--- config.mk ---
export PLATFORM = sky130hd
export DESIGN_NAME = biquad_shared
export DESIGN_NICKNAME = d
export VERILOG_FILES = /design/src/rtl/bqs_pkg.sv /design/src/rtl/bqs_sequencer.sv /design/src/rtl/bqs_bus.sv /design/src/rtl/bqs_units.sv /design/src/rtl/biquad_shared.sv
export SDC_FILE = /design/constraint.sdc
export NUM_CORES = 1
export LEC_CHECK = 0
export ABC_AREA = 1
export BUFFER_PORTS_ARGS = -buffer_cell sky130_fd_sc_hd__buf_2
export CORE_MARGIN = 1
export CORE_UTILIZATION = 45
export DETAILED_ROUTE_END_ITERATION = 6
export SLEW_MARGIN = 20
export SYNTH_ARGS = -nofsm -noshare
export SYNTH_HDL_FRONTEND = slang
export SYNTH_SLANG_ARGS = --single-unit
--- constraint.sdc ---
create_clock -name clk -period 5.4 [get_ports clk]
set_input_delay 0.27 -clock clk [delete_from_list [all_inputs] [get_ports clk]]
set_output_delay 0.27 -clock clk [all_outputs]
set_load 0.005 [all_outputs]
--- src/rtl/bqs_pkg.sv ---
package bqs_pkg;
    localparam int DW      = 16;
    localparam int STEPS   = 13;
    localparam int STEP_W  = $clog2(STEPS);
    localparam int NSTORE  = 4;

    // source indices
    localparam int SRC_MUL = 0;
    localparam int SRC_ADD = 1;
    localparam int SRC_S0  = 2;               // SRC_S0 .. SRC_S0+NSTORE-1
    localparam int SRC_X   = SRC_S0 + NSTORE;
    localparam int SRC_B0  = SRC_X + 1;
    localparam int SRC_B1  = SRC_X + 2;
    localparam int SRC_B2  = SRC_X + 3;
    localparam int SRC_NA1 = SRC_X + 4;
    localparam int SRC_NA2 = SRC_X + 5;
    localparam int NSRC    = SRC_NA2 + 1;

    // bus indices (one private bus per loadable register)
    localparam int BUS_MA  = 0;
    localparam int BUS_MB  = 1;
    localparam int BUS_AA  = 2;
    localparam int BUS_AB  = 3;
    localparam int BUS_S0  = 4;               // BUS_S0 .. BUS_S0+NSTORE-1
    localparam int BUS_OUT = BUS_S0 + NSTORE;
    localparam int NBUS    = BUS_OUT + 1;

    typedef logic signed [DW-1:0] word_t;

    typedef struct packed {
        logic [NBUS-1:0][NSRC-1:0] drv;   // per bus, per source drive enable
        logic [NBUS-1:0]           ld;    // per bus, register load enable
        logic                      take;  // sample acceptance step
        logic                      last;  // final step of the iteration
    } step_ctrl_t;

    // Q1.15 product: full 2*DW signed product, keep bits [2*DW-2:DW-1]
    function automatic word_t q15_mul(word_t a, word_t b);
        logic signed [2*DW-1:0] p;
        p = a * b;
        return p[2*DW-2:DW-1];
    endfunction
endpackage

--- src/rtl/bqs_sequencer.sv ---
module bqs_sequencer
    import bqs_pkg::*;
(
    input  logic       clk,
    input  logic       rst,
    output step_ctrl_t ctrl
);
    logic [STEP_W-1:0] step;

    always_ff @(posedge clk) begin
        if (rst)                               step <= '0;
        else if (step == STEP_W'(STEPS - 1))   step <= '0;
        else                                   step <= step + 1'b1;
    end

    always_comb begin
        ctrl      = '0;
        ctrl.take = (step == '0);
        ctrl.last = (step == STEP_W'(STEPS - 1));
        case (step)
            STEP_W'(0): begin
                ctrl.drv[BUS_MA][SRC_S0]     = 1'b1;   // w1
                ctrl.drv[BUS_MB][SRC_NA1]    = 1'b1;
            end
            STEP_W'(1): begin
                ctrl.drv[BUS_AA][SRC_MUL]    = 1'b1;   // -a1*w1
                ctrl.drv[BUS_AB][SRC_X]      = 1'b1;
                ctrl.drv[BUS_MA][SRC_S0+1]   = 1'b1;   // w2
                ctrl.drv[BUS_MB][SRC_NA2]    = 1'b1;
            end
            STEP_W'(2): begin
                ctrl.drv[BUS_AA][SRC_ADD]    = 1'b1;   // x - a1*w1
                ctrl.drv[BUS_AB][SRC_MUL]    = 1'b1;   // -a2*w2
                ctrl.drv[BUS_MA][SRC_S0]     = 1'b1;
                ctrl.drv[BUS_MB][SRC_B1]     = 1'b1;
            end
            STEP_W'(3): begin
                ctrl.drv[BUS_S0+2][SRC_ADD]  = 1'b1;   // w
                ctrl.drv[BUS_S0+3][SRC_MUL]  = 1'b1;   // b1*w1
                ctrl.drv[BUS_MA][SRC_S0+1]   = 1'b1;
                ctrl.drv[BUS_MB][SRC_B2]     = 1'b1;
            end
            STEP_W'(4): begin
                ctrl.drv[BUS_AA][SRC_MUL]    = 1'b1;   // b2*w2
                ctrl.drv[BUS_AB][SRC_S0+3]   = 1'b1;
                ctrl.drv[BUS_MA][SRC_S0+2]   = 1'b1;
                ctrl.drv[BUS_MB][SRC_B0]     = 1'b1;
            end
            STEP_W'(5): begin
                ctrl.drv[BUS_AA][SRC_ADD]    = 1'b1;   // b1*w1 + b2*w2
                ctrl.drv[BUS_AB][SRC_MUL]    = 1'b1;   // b0*w
                ctrl.drv[BUS_S0+1][SRC_S0]   = 1'b1;   // w2 <= w1
                ctrl.drv[BUS_S0][SRC_S0+2]   = 1'b1;   // w1 <= w
            end
            STEP_W'(6): begin
                ctrl.drv[BUS_OUT][SRC_ADD]   = 1'b1;   // y
            end
            default: ;
        endcase
        for (int b = 0; b < NBUS; b++) ctrl.ld[b] = |ctrl.drv[b];
    end
endmodule

--- src/rtl/bqs_bus.sv ---
module bqs_bus
    import bqs_pkg::*;
#(
    parameter int NS = NSRC
)(
    input  logic               clk,
    input  logic               rst,
    input  word_t [NS-1:0]     srcs,
    input  logic  [NS-1:0]     sel,
    output word_t              bus
);
    always_comb begin
        bus = '0;
        for (int s = 0; s < NS; s++)
            if (sel[s]) bus = bus | srcs[s];
    end

    // no step may enable two drivers on one bus
    assert_single_driver_R9: assert property (@(posedge clk) disable iff (rst)
        $onehot0(sel));
endmodule

--- src/rtl/bqs_units.sv ---
module bqs_units
    import bqs_pkg::*;
(
    input  logic  clk,
    input  logic  rst,
    input  word_t bus_ma,
    input  word_t bus_mb,
    input  word_t bus_aa,
    input  word_t bus_ab,
    input  logic  ld_ma,
    input  logic  ld_mb,
    input  logic  ld_aa,
    input  logic  ld_ab,
    output word_t prod,
    output word_t sum
);
    word_t op_ma, op_mb, op_aa, op_ab;

    always_ff @(posedge clk) begin
        if (rst) begin
            op_ma <= '0;
            op_mb <= '0;
            op_aa <= '0;
            op_ab <= '0;
        end else begin
            if (ld_ma) op_ma <= bus_ma;
            if (ld_mb) op_mb <= bus_mb;
            if (ld_aa) op_aa <= bus_aa;
            if (ld_ab) op_ab <= bus_ab;
        end
    end

    assign prod = q15_mul(op_ma, op_mb);
    assign sum  = op_aa + op_ab;

    assert_prod_trunc_R6: assert property (@(posedge clk) disable iff (rst)
        (ld_ma && ld_mb) |=> prod == q15_mul($past(bus_ma), $past(bus_mb)));

    assert_sum_wrap_R7: assert property (@(posedge clk) disable iff (rst)
        (ld_aa && ld_ab) |=> sum == word_t'($past(bus_aa) + $past(bus_ab)));
endmodule

--- src/rtl/biquad_shared.sv ---
module biquad_shared
    import bqs_pkg::*;
#(
    parameter logic [DW-1:0] COEF_B0  = 16'h2000,
    parameter logic [DW-1:0] COEF_B1  = 16'h4000,
    parameter logic [DW-1:0] COEF_B2  = 16'h8000,
    parameter logic [DW-1:0] COEF_NA1 = 16'h7333,
    parameter logic [DW-1:0] COEF_NA2 = 16'hCCCD
)(
    input  logic          clk,
    input  logic          rst,
    input  logic          in_valid,
    input  logic [DW-1:0] in_data,
    output logic          in_ready,
    output logic          out_valid,
    output logic [DW-1:0] out_data
);
    step_ctrl_t          ctrl;
    logic [NBUS-1:0]     ld_eff;
    logic                live;
    word_t               x_reg;
    word_t               out_reg;
    word_t               store [NSTORE];
    word_t [NSRC-1:0]    srcs;
    word_t               bus_v [NBUS];
    word_t               prod, sum;

    bqs_sequencer u_seq (
        .clk  (clk),
        .rst  (rst),
        .ctrl (ctrl)
    );

    // sample capture and iteration liveness
    always_ff @(posedge clk) begin
        if (rst) begin
            live  <= 1'b0;
            x_reg <= '0;
        end else if (ctrl.take) begin
            live <= in_valid;
            if (in_valid) x_reg <= word_t'(in_data);
        end
    end

    // an idle iteration must not disturb the delay words or the result
    always_comb begin
        ld_eff = ctrl.ld;
        if (!live) begin
            ld_eff[BUS_S0]   = 1'b0;
            ld_eff[BUS_S0+1] = 1'b0;
            ld_eff[BUS_OUT]  = 1'b0;
        end
    end

    // source collection
    always_comb begin
        srcs          = '0;
        srcs[SRC_MUL] = prod;
        srcs[SRC_ADD] = sum;
        for (int g = 0; g < NSTORE; g++) srcs[SRC_S0+g] = store[g];
        srcs[SRC_X]   = x_reg;
        srcs[SRC_B0]  = word_t'(COEF_B0);
        srcs[SRC_B1]  = word_t'(COEF_B1);
        srcs[SRC_B2]  = word_t'(COEF_B2);
        srcs[SRC_NA1] = word_t'(COEF_NA1);
        srcs[SRC_NA2] = word_t'(COEF_NA2);
    end

    for (genvar b = 0; b < NBUS; b++) begin : g_bus
        bqs_bus #(.NS(NSRC)) u_bus (
            .clk  (clk),
            .rst  (rst),
            .srcs (srcs),
            .sel  (ctrl.drv[b]),
            .bus  (bus_v[b])
        );
    end

    bqs_units u_units (
        .clk    (clk),
        .rst    (rst),
        .bus_ma (bus_v[BUS_MA]),
        .bus_mb (bus_v[BUS_MB]),
        .bus_aa (bus_v[BUS_AA]),
        .bus_ab (bus_v[BUS_AB]),
        .ld_ma  (ld_eff[BUS_MA]),
        .ld_mb  (ld_eff[BUS_MB]),
        .ld_aa  (ld_eff[BUS_AA]),
        .ld_ab  (ld_eff[BUS_AB]),
        .prod   (prod),
        .sum    (sum)
    );

    for (genvar g = 0; g < NSTORE; g++) begin : g_store
        always_ff @(posedge clk) begin
            if (rst)                   store[g] <= '0;
            else if (ld_eff[BUS_S0+g]) store[g] <= bus_v[BUS_S0+g];
        end
    end

    always_ff @(posedge clk) begin
        if (rst)                  out_reg <= '0;
        else if (ld_eff[BUS_OUT]) out_reg <= bus_v[BUS_OUT];
    end

    assign in_ready  = ctrl.take;
    assign out_valid = ctrl.last & live;
    assign out_data  = out_reg;

    assert_ready_gap_R2: assert property (@(posedge clk) disable iff (rst)
        in_ready |=> !in_ready);

    assert_valid_then_ready_R4: assert property (@(posedge clk) disable iff (rst)
        out_valid |=> in_ready);

    assert_capture_R3: assert property (@(posedge clk) disable iff (rst)
        (in_ready && !in_valid) |=> !live);

    assert_out_hold_R8: assert property (@(posedge clk) disable iff (rst)
        !live |=> $stable(out_data));
endmodule

### Word level (Yosys, flattened, before mapping)

Memories as Yosys holds them, arrays and structs flattened.
Cells that the tools add are included.
Widths: inputs -> output; s select.

* multiply operators: 1
* shifts and indexed selects: 0
* add/subtract/negate cells: 2
* reduce and logical (&&, ||, !) cells: 11
* bitwise operators: 10
* eq/ne operators: 7
* div/mod/pow operators: 0
* $lt $le $gt $ge: 0
* multiplexer cells: 46

Operator list (count)
* $mux 16: 19
* $or 16x16->16: 5
* $mul 16x16->31: 1
* $mux 15: 2
* $mux 1: 23
* $add 16x16->16: 1
* $mux 14: 1
* $eq 4x3->1 const B: 3
* $reduce_or 2->1: 6
* $eq 4x2->1 const B: 2
* $reduce_or 3->1: 2
* $reduce_or 5->1: 1
* $add 4x1->4 const B: 1
* $eq 4x1->1 const B: 1
* $eq 4x4->1 const B: 1
* $logic_not 4->1: 1
* $or 1x1->1: 4
* $mux 2: 1
* $reduce_and 2->1: 1
* $and 1x1->1: 1

* bits in writable memories: 64
* word-level logic and storage cells: 86
* bits in latches: 0
* bits in read-only memories: 0
* bits of input ports: 19
* memories kept: 1
* register bits after elaboration: 101

Memories
* store: words 4, bits a word 16, read ports 4, clocked after memory_dff 0, wr ports 4, RTL line biquad_shared.sv:23 `word_t store [NSTORE];`

### Logic depth before layout (Yosys ltp)

* word-level depth: 8
* mapped depth: 30

### Cells and area by module

Synthesis repeated with hierarchy kept, for this count alone.

* cell total of the unflattened synthesis: 5805
* area, all modules: 33296.9 um^2

By module, submodules not included
* bqs_bus: area each 1656.6 um^2, instances 9, seq. area each 0.0 um^2, cells each 376
* bqs_units: area each 13394.1 um^2, instances 1, seq. area each 1281.2 um^2, cells each 1846
* biquad_shared: area each 3882.5 um^2, instances 1, seq. area each 2582.5 um^2, cells each 419
* bqs_sequencer: area each 1111.1 um^2, instances 1, seq. area each 80.1 um^2, cells each 156

### Worst setup path after synthesis

Ideal clock, no wire load.

* kind: register -> register
* start: reg u_units.op_mb[11]
* end: mem store[3][5] (netlist bit), data pin
* path slack: -0.107 ns
* library setup time: 0.266 ns
* cell stages (with the launch flop): 25
* data required time: 5.134 ns
* data arrival time: 5.241 ns
* path buffers: 2
* path through: dfxtp_1 > buf_2 > buf_1 > nand2_1 > fa_1 > fa_1 > fa_1 > inv_1 > fa_1 > fa_1 > inv_1 > fa_1 > inv_1 > ha_1 > nand2_1 > inv_1 > nand2_1 > nor3_1 > nand2_1 > nand2_1 > nand2_1 > nand2_1 > nand2_1 > nand2_1 > nor2_1

RTL lines
* start: declaration: RTL line bqs_units.sv:17 `word_t op_ma, op_mb, op_aa, op_ab;`
* start signal: assignment: RTL line bqs_units.sv:27 `if (ld_mb) op_mb <= bus_mb;`
* end: declaration: RTL line biquad_shared.sv:23

### Worst setup path after layout

* start: reg u_units.op_mb[11]
* end: reg u_units.op_ab[1]

* cells in the longest elaborated chain, start to end: 6

RTL lines
* $mul 16x16->31 *: RTL line bqs_pkg.sv:40 `p = a * b;`
* $mux 16 *: RTL line bqs_bus.sv:15 `if (sel[s]) bus = bus | srcs[s];`
* $or 16x16->16: RTL line bqs_bus.sv:15
* $mux 16 *: RTL line bqs_bus.sv:15
* $or 16x16->16: RTL line bqs_bus.sv:15
* $mux 16 *: RTL line bqs_bus.sv:15
* end signal: assignment: RTL line bqs_units.sv:29 `if (ld_ab) op_ab <= bus_ab;`
* end: declaration: RTL line bqs_units.sv:17

Mark *: on every way between the ends. The rest lies on a longest branch, timed or not.
A chain may end at the register's enable or synchronous reset.

==> metrics.md <==
| Metric | Value |
|---|---|
| Status | complete, but fails checks |
| Failing checks | negative setup slack |
| Critical R2R Launch | u_units.op_mb[11] |
| Max Fclk | 181 MHz |
| Fin nets | 2,537 |
| Initial drt markers | between 1,000 and 1,500 |
| Crit path to | u_units.op_ab[1] |
| Post-synth EDFFs | 64 |
| Commonest non-fill, non-tap cells in the layout | 443 x inv_1, 326 x nand2_1, 211 x fa_1 |
| Register area share after synthesis | between 20% and 30% |
| Async set or reset register ratio after synthesis | 0% |
| Worst slew pin tran | about 1.2 ns |
| Vias per cell | around 5.1 |
| DR vias | 13,400 |
| Worst-path fanout max | 7 |
| Die Ht | ~190 um |
| Switch Pwr | 3.09 mW |
| Clock Path Buffers | 2 |
| P&R area growth vs syn | 26.5% |
| Post-DP HPWL | about 37,000 um |
| Routed length per placed instance | 17.5 um |
| Max-cap violations | 0 |
| Share of post-route cells with drive strength above 1 | between 20% and 30% |
| First-pass GRT wire length | between 70,000 and 80,000 um |
| CTS tree | yes |
| Reg2Reg Setup Slack | -0.13 ns |
| Post-synth design cell area | between 15,000 and 20,000 um2 |
| Setup Viol. Count Final | 42 |
| Synth warnings | 0 |
| Root buf cell | clkbuf_16 |
| Placed Area | ~18,000 um2 |
| Final Cycle Share | 102% |
| Clock Skews | around 0.0092 ns |
| Max FFs per register | between 60 and 70 |
| Min Tclk post-route | between 5 and 6 ns |
| Unrepaired setup endpoints after global routing | true |
| N_diodes | 0 |
| CTS Buf Count | 17 |
| Largest net degree at the start of global routing | 52 |
| Leading cell type in the layout, fill and taps excluded | inv_1 |
| Setup crit start | u_units.op_mb[11] |
| Top reg by flops | store |
| HP Class | in -> reg |
| Sequential Power Share | a little over a fifth |
| Sink Count | ~160 |
| Final setup margin | -0.129 ns |
| Comb pwr share | ~61% |
| Pwr dens | 335 nW/um2 |
| Placed cells | between 2,000 and 3,000 |
| Delay-heaviest family, CP | adder cells |
| Initial antenna violation count | 0 |
| DRT Pass-1 Iters | 5 |
| Clock Power Share | 17.6% |
| Register Area | between 3000 and 4000 um2 |
| Worst r2r path cells | 26 |
| Count of pins over their slew limit | 0 |
| Number of routed nets with antenna violations | 0 |
| Congestion Overflow GR | 0 |
| Skew-Pair Late Insertion Delay | between 0.4 and 0.5 ns |
| Remaining DRCs | 0 |
| Crit path buf inv count | 10 |
| Max rail drop VDD | around 0.00022 V |
| Hold Violations, Final | 0 |
| Syn nets | between 2,000 and 2,500 |
| Setup crit end kind | flip-flop |
| WP data arrival | ~5.9 ns |
| Ports | 37 |
| Critical path launch point type | flip-flop |
| Multi-input logic area | between 10,000 and 15,000 um2 |
| Final Cell Area | between 20,000 and 25,000 um2 |
| Library cells used by synthesis | 36 |
| Clk slew on worst S/H paths | approximately 0.060 ns |
| Net Sw Frac | 45.1% |
| Die Area | around 37,000 um2 |
| Required time of the worst setup path | around 5.7 ns |
| Slowest-stage cell, CP | fa_1 |
| FILL cells | 3,134 |
| PortBufs | 36 |
| Vias in the first global route | ~14,000 |
| Routability Congestion | 0.939 |
| Synth Area per Inst | slightly above 8 um2 |
| Critical path class | reg -> reg |
| Cell-internal power | roughly 3.8 mW |
| Cells after Synth | just under 2,000 |
| Leak | 10.5 nW |
| Largest stage delay on the critical path | about 0.57 ns |
| Core area | 35,500 um2 |
| Die outline width | about 190 um |
| Flops & latches, synth | about 160 |
| Cell depth of the worst setup path | 26 |
| Worst R2R End | u_units.op_ab[1] |
| Synth Flop Type | dfxtp_1 |
| Routed wire length | roughly 46,000 um |
| GRT Total Usage | a little over a quarter |
| Number of H-tree levels | 4 |
| Cell Rows | 69 |
| Finished Layout Cells | between 2,000 and 3,000 |
| Initial Util | between 40% and 50% |
| Most common cell on crit path | fa_1 |
| Slew headroom | between 20% and 30% |
what timing repair did:
item                       4_1_cts  5_1_grt
hold endpoints to repair         0        0
setup buffers                   14       11
resized for setup              256      170
setup endpoints to repair       48       48
hold buffers                     0        0
pin swaps                       96      101
worst register-to-register path: stages (launching register included):
cell and delay (ns):
dfxtp_4 0.38, buf_6 0.13, buf_8 0.13, nand2_8 0.06
buf_6 0.11, inv_4 0.03, fa_2 0.38, fa_1 0.57
inv_2 0.05, fa_2 0.53, inv_2 0.05, fa_1 0.49
fa_1 0.51, inv_1 0.06, fa_1 0.51, inv_2 0.05
ha_4 0.29, nand2_4 0.06, inv_4 0.06, nand2_4 0.06
nor3_4 0.20, nand2_1 0.09, nand2_2 0.11, xnor2_2 0.14
buf_6 0.17, nor2_2 0.03, o21a_1 0.18
power by group through the flow:
| stage | Clock (mW) | Sequential, mW | Combinational (mW) |
|---|---|---|---|
| final | 1.21 | 1.44 | 4.21 |
| after global routing | 1.26 | 1.45 | 4.55 |
| after CTS | 1.22 | 1.43 | 3.82 |
| after detailed placement | 0 | 1.45 | 3.13 |
| after global placement | 0 | 1.45 | 3.10 |
| after floorplan | 0 | 1.41 | 1.81 |
worst min-delay path by stage:
stage	start	to	slack (ns)	depth (start not counted)
finish	in_data[11]	x_reg[11]	0.11	3
global route	in_data[11]	x_reg[11]	0.13	3
CTS	in_data[11]	x_reg[11]	0.11	3
detailed placement	x_reg[8]	x_reg[8]	0.45	2
global placement	x_reg[15]	x_reg[15]	0.44	2
floorplan	x_reg[10]	x_reg[10]	0.43	2
routing by layer:
layer / GRT usage (%) / up-vias / wire length [um]
li1: - / 6431 / -
met2: 45.2 / 322 / 23300
met5: 0 / - / 0
met1: 35.5 / 6622 / 20200
met3: 2.39 / 52 / 1890
met4: 6.78 / 0 / 937
metrics by stage:
| step | TNS, ns | hold slack, ns | utilization, % | setup WS [ns] | power (mW) |
|---|---|---|---|---|---|
| after global routing | -10.76 | 0.127 | 57.6 | -0.318 | 7.26 |
| after CTS | -0.700 | 0.109 | 55.7 | -0.0680 | 6.47 |
| after global placement | -17.68 | 0.440 | 51.1 | -0.505 | 4.55 |
| after floorplan | 0 | 0.430 | - | 0.0359 | 3.22 |
| final | -1.92 | 0.114 | 57.6 | -0.129 | 6.85 |
| after detailed placement | -20.60 | 0.447 | 51.1 | -0.573 | 4.58 |
final cells by class:
cell class              count  area share (%)
clock buffers              19            2.12
clock inverters            13           0.759
inverters                 487            9.00
multi-input cells        1277            57.3
flip-flops and latches    155            18.5
well taps                 461            2.82
repair buffers            242            9.54
cells in the mapped netlist (3+ instances only):
master    instances  share of area [%]
inv_1           485                 11
nand2_1         417                9.7
fa_1            241                 30
nor2_1          134                3.1
a21oi_1          98                3.0
ha_1             97                7.5
nand3_1          96                3.0
dfxtp_1          91                 11
o21ai_0          65                2.0
edfxtp_1         64                 12
clkbuf_1         34               0.79
o211ai_1         17               0.79
a31oi_1          13               0.50
xor2_1           12               0.65
a221oi_1         11               0.60
xnor2_1          11               0.60
a22oi_1          10               0.46
buf_2             9               0.28
nand4_1           8               0.31
o21bai_1          8               0.37
or2_2             8               0.31
buf_1             5               0.12
nand2_2           5               0.19
nor3_1            5               0.15
nand3b_1          4               0.19
nor4_1            4               0.15
buf_6             3               0.21
nor2_2            3               0.12
nor2_4            3               0.21
logic make-up after synthesis:
| kind of cell | share of synthesized area [%] |
|---|---|
| AOI/OAI and AO/OA | 7.95 |
| xor gates and xnor gates | 1.25 |
| adders and majority gates | 37.3 |
| buffers and inverters | 12.7 |
| DFF | 23.2 |
| and+or+nand+nor | 17.6 |
No activity file was read; power rests on OpenSTA's default activity.
